--- config.mk ---
export PLATFORM = sky130hd
export DESIGN_NAME = adaptive_exposure_ctrl
export DESIGN_NICKNAME = d
export VERILOG_FILES = /design/src/rtl/aec_pkg.sv /design/src/rtl/aec_thresholds.sv /design/src/rtl/aec_decide.sv /design/src/rtl/aec_expand.sv /design/src/rtl/adaptive_exposure_ctrl.sv
export SDC_FILE = /design/constraint.sdc
export NUM_CORES = 1
export LEC_CHECK = 0
export ABC_AREA = 1
export BUFFER_PORTS_ARGS = -buffer_cell sky130_fd_sc_hd__buf_4
export CAP_MARGIN = 20
export CORE_UTILIZATION = 35
export CTS_CLUSTER_SIZE = 12
export DETAILED_ROUTE_END_ITERATION = 7
export GPL_ROUTABILITY_DRIVEN = 0
export HOLD_SLACK_MARGIN = 0.12
export PLACE_DENSITY_LB_ADDON = 0.2
export SYNTH_ARGS = -nofsm -noshare
export SYNTH_HDL_FRONTEND = slang
export SYNTH_SLANG_ARGS = --single-unit
--- constraint.sdc ---
create_clock -name clk -period 2 [get_ports clk]
set_input_delay 0.1 -clock clk [delete_from_list [all_inputs] [get_ports clk]]
set_output_delay 0.1 -clock clk [all_outputs]
set_load 0.01 [all_outputs]
--- src/rtl/aec_pkg.sv ---
package aec_pkg;
  localparam int PIX_W   = 8;
  localparam int SEL_W   = 2;
  localparam int MAX_SH  = 6;
  localparam int WIDE_W  = PIX_W + MAX_SH;
  localparam logic [PIX_W-1:0] HI_RST = 8'd240;
  localparam logic [PIX_W-1:0] LO_RST = 8'd10;

  typedef enum logic {EXP_LONG = 1'b0, EXP_SHORT = 1'b1} exp_mode_t;

  function automatic int unsigned shift_of(input logic [SEL_W-1:0] sel);
    case (sel)
      2'd0:    return 2;
      2'd1:    return 4;
      default: return 6;
    endcase
  endfunction
endpackage

--- src/rtl/aec_thresholds.sv ---
module aec_thresholds
  import aec_pkg::*;
#(
  parameter int W = PIX_W,
  parameter logic [W-1:0] HI_INIT = HI_RST,
  parameter logic [W-1:0] LO_INIT = LO_RST
) (
  input  logic             clk,
  input  logic             rst,
  input  logic             we,
  input  logic [W-1:0]     hi_new,
  input  logic [W-1:0]     lo_new,
  input  logic [SEL_W-1:0] sel,
  output logic [W-1:0]     hi_q,
  output logic [W-1:0]     lo_q
);
  localparam int XW = W + MAX_SH;

  logic [XW-1:0] lo_scaled;
  logic [XW-1:0] hi_ext;
  logic          gap_ok;

  always_comb begin
    hi_ext    = XW'(hi_new);
    lo_scaled = XW'(lo_new) << shift_of(sel);
    gap_ok    = hi_ext > lo_scaled;
  end

  always_ff @(posedge clk) begin
    if (rst) begin
      hi_q <= HI_INIT;
      lo_q <= LO_INIT;
    end else if (we && gap_ok) begin
      hi_q <= hi_new;
      lo_q <= lo_new;
    end
  end
endmodule

--- src/rtl/aec_decide.sv ---
module aec_decide
  import aec_pkg::*;
#(
  parameter int W = PIX_W
) (
  input  logic [W-1:0] pix,
  input  exp_mode_t    cur,
  input  logic [W-1:0] hi,
  input  logic [W-1:0] lo,
  output exp_mode_t    nxt
);
  logic too_bright;
  logic too_dark;

  always_comb begin
    too_bright = pix > hi;
    too_dark   = pix < lo;
    nxt        = cur;
    if (cur == EXP_LONG && too_bright)
      nxt = EXP_SHORT;
    else if (cur == EXP_SHORT && too_dark)
      nxt = EXP_LONG;
  end
endmodule

--- src/rtl/aec_expand.sv ---
module aec_expand
  import aec_pkg::*;
#(
  parameter int W  = PIX_W,
  parameter int OW = W + MAX_SH
) (
  input  logic [W-1:0]     pix,
  input  exp_mode_t        cur,
  input  logic [SEL_W-1:0] sel,
  output logic [OW-1:0]    wide
);
  logic [OW-1:0] ext;
  logic [OW-1:0] scaled [4];

  assign ext = OW'(pix);

  for (genvar g = 0; g < 4; g++) begin : g_shift
    assign scaled[g] = ext << shift_of(SEL_W'(g));
  end

  always_comb begin
    if (cur == EXP_SHORT)
      wide = scaled[sel];
    else
      wide = ext;
  end
endmodule

--- src/rtl/adaptive_exposure_ctrl.sv ---
module adaptive_exposure_ctrl
  import aec_pkg::*;
(
  input  logic              clk,
  input  logic              rst,
  input  logic              in_valid,
  input  logic [PIX_W-1:0]  in_pix,
  input  logic              in_mode,
  input  logic [SEL_W-1:0]  ratio_sel,
  input  logic              cfg_we,
  input  logic [PIX_W-1:0]  cfg_hi,
  input  logic [PIX_W-1:0]  cfg_lo,
  output logic              wb_bit,
  output logic              wb_strobe,
  output logic              rst_strobe,
  output logic [WIDE_W-1:0] wide_out
);
  logic [PIX_W-1:0]  thr_hi;
  logic [PIX_W-1:0]  thr_lo;
  exp_mode_t         cur_mode;
  exp_mode_t         nxt_mode;
  logic [WIDE_W-1:0] wide_d;

  assign cur_mode = exp_mode_t'(in_mode);

  aec_thresholds #(.W(PIX_W)) u_thr (
    .clk    (clk),
    .rst    (rst),
    .we     (cfg_we),
    .hi_new (cfg_hi),
    .lo_new (cfg_lo),
    .sel    (ratio_sel),
    .hi_q   (thr_hi),
    .lo_q   (thr_lo)
  );

  aec_decide #(.W(PIX_W)) u_dec (
    .pix (in_pix),
    .cur (cur_mode),
    .hi  (thr_hi),
    .lo  (thr_lo),
    .nxt (nxt_mode)
  );

  aec_expand #(.W(PIX_W), .OW(WIDE_W)) u_exp (
    .pix  (in_pix),
    .cur  (cur_mode),
    .sel  (ratio_sel),
    .wide (wide_d)
  );

  always_ff @(posedge clk) begin
    if (rst) begin
      wb_bit     <= 1'b0;
      wb_strobe  <= 1'b0;
      rst_strobe <= 1'b0;
      wide_out   <= '0;
    end else begin
      wb_strobe  <= in_valid;
      rst_strobe <= in_valid;
      if (in_valid) begin
        wb_bit   <= nxt_mode;
        wide_out <= wide_d;
      end
    end
  end
endmodule

==> reports/qor.csv <==
stage,metric,value,unit
global_routing,maximum number of pins on one net before global-route repair,20,
yosys,Mean Syn Cell Area,7.03,µm²
timing,relative slew slack,0.617,
route,routed wire length per instance,12.7,µm
cells_and_area,final core utilization,0.501,
worst_setup_path,Worst Path Max Fanout,9,
floorplanning,Die Wd,78.6,µm
cells_and_area,total area of multi-input combinational cells,1190,µm²
global_routing,antenna violations before repair,0,
route,number of nets with antenna violations after routing,0,
timing,Setup TNS Final,0,ns
clock_network,number of clock sinks,32,
worst_setup_path,"Largest stage delay, worst path",0.54,ns
timing,Final period util,0.940,
floorplanning,area of the die,6180,µm²
timing,f_max,0.532,GHz
yosys,post-synth net total,346,
cells_and_area,area taken by flip-flops and latches,641,µm²
cells_and_area,number of nets in the final layout,416,
placement,final HPWL from detailed placement,4300,µm
cells_and_area,diode count,0,
yosys,post-synthesis cell count,292,
worst_setup_path,nature of the critical path endpoint,flip-flop,
yosys,sequential area share after synthesis,0.312,
route,drt total wl,5520,µm
clock_network,clock tree root driver cell,clkbuf_8,
global_routing,GRT met2 Usage,0.337,
global_routing,layer with the highest usage,met2,
clock_network,clock slew at reported path FFs,0.06,ns
power_and_ir_drop,pwr dens,592,nW/µm²
route,detailed-router iteration count before antenna repair,4,
timing,worst setup skew after layout,0.00357,ns
timing,final number of setup-violating endpoints,0,
route,number of remaining DRC errors,0,
global_routing,number of global-route vias before repair,2103,
yosys,fraction of synthesized cell area taken by the top area cell type,0.312,
global_routing,met3 demand-to-capacity share in global routing,0.0488,
clock_network,clock tree from TritonCTS,yes,
floorplanning,Die Ht,78.6,µm
job,count of maximum capacitance violations,0,
floorplanning,core region area,5570,µm²
global_routing,total congestion overflow,0,
route,DR vias,2113,
timing,final hold violations,0,
cells_and_area,fraction of final layout cells sized beyond drive strength 1,0.223,
route,starting DRC count in detailed routing,76,
yosys,count of distinct cell types in the synthesized netlist,31,
clock_network,Inserted Clock Buffers,5,
worst_setup_path,CP Launch Type,input pin,
yosys,Post-synth EDFFs,0,
worst_setup_path,arrival time reported for the critical path endpoint,2.05,ns
clock_network,post-CTS setup buffer count,0,
clock_network,Max H-tree Level,2,
yosys,top cells by instance count after synthesis,"nand2_1 (72), inv_1 (42), dfxtp_1 (32)",
yosys,synthesized flop and latch total,32,
yosys,area of the mapped netlist,2050,µm²
worst_setup_path,ordered cell list for the critical path,"dlygate4sd3_1, buf_4, ha_1, nand2_1, inv_1, nand3_1, nor3_2, buf_4, nor2_4, buf_12, buf_4, a21oi_1, nor2_1",
worst_setup_path,crit path kind,in2reg,
floorplanning,count of standard-cell rows,27,
yosys,Synth Warn #,0,
timing,Period minus WS final,1.88,ns
clock_network,worst skew pair latency,0.28,ns
global_routing,first-pass GRT wire length,9040,µm
timing,transition time at the pin with the least slew margin,0.570,ns
worst_hold_path,worst min-delay path category,in2reg,
worst_setup_path,cell repeated most along the worst path,buf_4,
yosys,commonest register cell after synthesis,dfxtp_1,
global_routing,GRT Resource Usage Total,0.188,
placement,port buffer count,47,
clock_network,Bufs on Longest Clock Path,2,
run_status,outcome,"finished, final reports clean",
cells_and_area,fill cell instance count of the final layout,589,
power_and_ir_drop,worst voltage drop across the vdd grid,290,µV
floorplanning,number of ports placed on the die boundary,48,
timing,Max Slew Vio Count,0,
power_and_ir_drop,Pleak,1.40,nW
yosys,share of async-settable or async-resettable flops after synthesis,0,
floorplanning,Starting Density,0.368,
global_routing,GRT met1 Usage,0.207,
route,via density per instance,4.86,
worst_setup_path,required time of the worst setup path,2.17,ns
worst_setup_path,master of the slowest instance on the critical path,dlygate4sd3_1,
cells_and_area,Layout Area Growth over Synthesis,36.1,%
yosys,Area contributors post-synth,"dfxtp_1 (31%), ha_1 (14%), nand2_1 (13%)",
yosys,Yosys top cell by area,dfxtp_1,
yosys,most instantiated library cell after synthesis,nand2_1,
cell type report:
cell class,instances,area share
Tap cell,72,0.0322
Inverter,45,0.0613
Multi-Input combinational cell,206,0.427
Clock inverter,2,0.0125
Timing Repair Buffer,72,0.211
Sequential cell,32,0.229
Clock buffer,6,0.0260
timing repair:
action	CTS	global route
hold buffers	10	0
resized for setup	0	3
endpoints found under the hold margin	18	0
endpoints found under the setup margin	0	4
logic make-up (layout without fill, tap and decap cells):
family	count (synthesis)	count (layout)	synth area share
compound gates	58	58	0.174
fa+ha+maj	23	23	0.140
buf+inv	54	125	0.112
flops	32	32	0.312
other cells	2	2	0.00366
simple gates	123	123	0.259
state kept, by name, summed over array words and instances (netlist names):
| register | count |
|---|---|
| u_thr.lo_q | 8 |
| u_thr.hi_q | 8 |
| rst_strobe | 1 |
| wide_out | 14 |
| wb_bit | 1 |
cells in the final DEF (no fill, tap or decap), drive strengths merged:
cell type    netlist  final
nand2             74     74
inv               43     43
nor3               3      3
clkbuf             4      6
a21oi             29     29
bufinv             0      1
buf                5     62
o21a               2      2
nor2              20     20
ha                23     23
o221ai             4      4
nand4              2      2
a32oi              2      2
nand3             21     21
o221a              1      1
o21ai             10     10
a22o               3      3
o22ai              6      6
a22oi              1      1
clkinv             2      3
nand3b             3      3
dlygate4sd3        0     10
dfxtp             32     32
conb               2      2
where the power goes:
part | internal (W) | switching (W)
logic | 0.000177 | 0.000200
registers | 0.000658 | 0.0000112
clock network | 0.000369 | 0.000239
total | 0.00120 | 0.000451
worst max-delay path: cells and delay by family:
family                     cells  cell delay [ns]
AOI/OAI and AO/OA              1             0.15
and+or+nand+nor                5             0.35
buffers and inverters          6             1.15
adders and majority gates      1             0.28
per-stage QoR:
step	setup slack [ns]	cells	power (W)	instance area (µm²)	hold slack, ns
finish	0.119	435	0.00165	2800	0.133
global route	-0.0376	435	0.00175	2800	0.140
global placement	0.0182	417	0.00103	2580	0.379
CTS	0.128	435	0.00166	2780	0.121
floorplan	0.228	292	0.000875	2050	0.169
detailed placement	-0.0705	417	0.00104	2580	0.386
worst paths after layout:
check | endpoint | depth (start not counted) | slack [ns] | startpoint
max | u_thr.lo_q[0] | 13 | 0.12 | cfg_hi[7]
min | wide_out[12] | 3 | 0.13 | in_pix[6]
min reg2reg | u_thr.lo_q[6] | 2 | 0.45 | u_thr.lo_q[6]
max reg2reg | wb_bit | 10 | 0.64 | u_thr.lo_q[3]
metal layers:
layer  vias to the layer above  part of all wire
met1                       923              0.45
met5                         -                 0
met2                        74              0.47
met4                         0             0.028
met3                        16             0.058
li1                       1100                 -
Note: power is estimated with default switching activity, not from simulation.
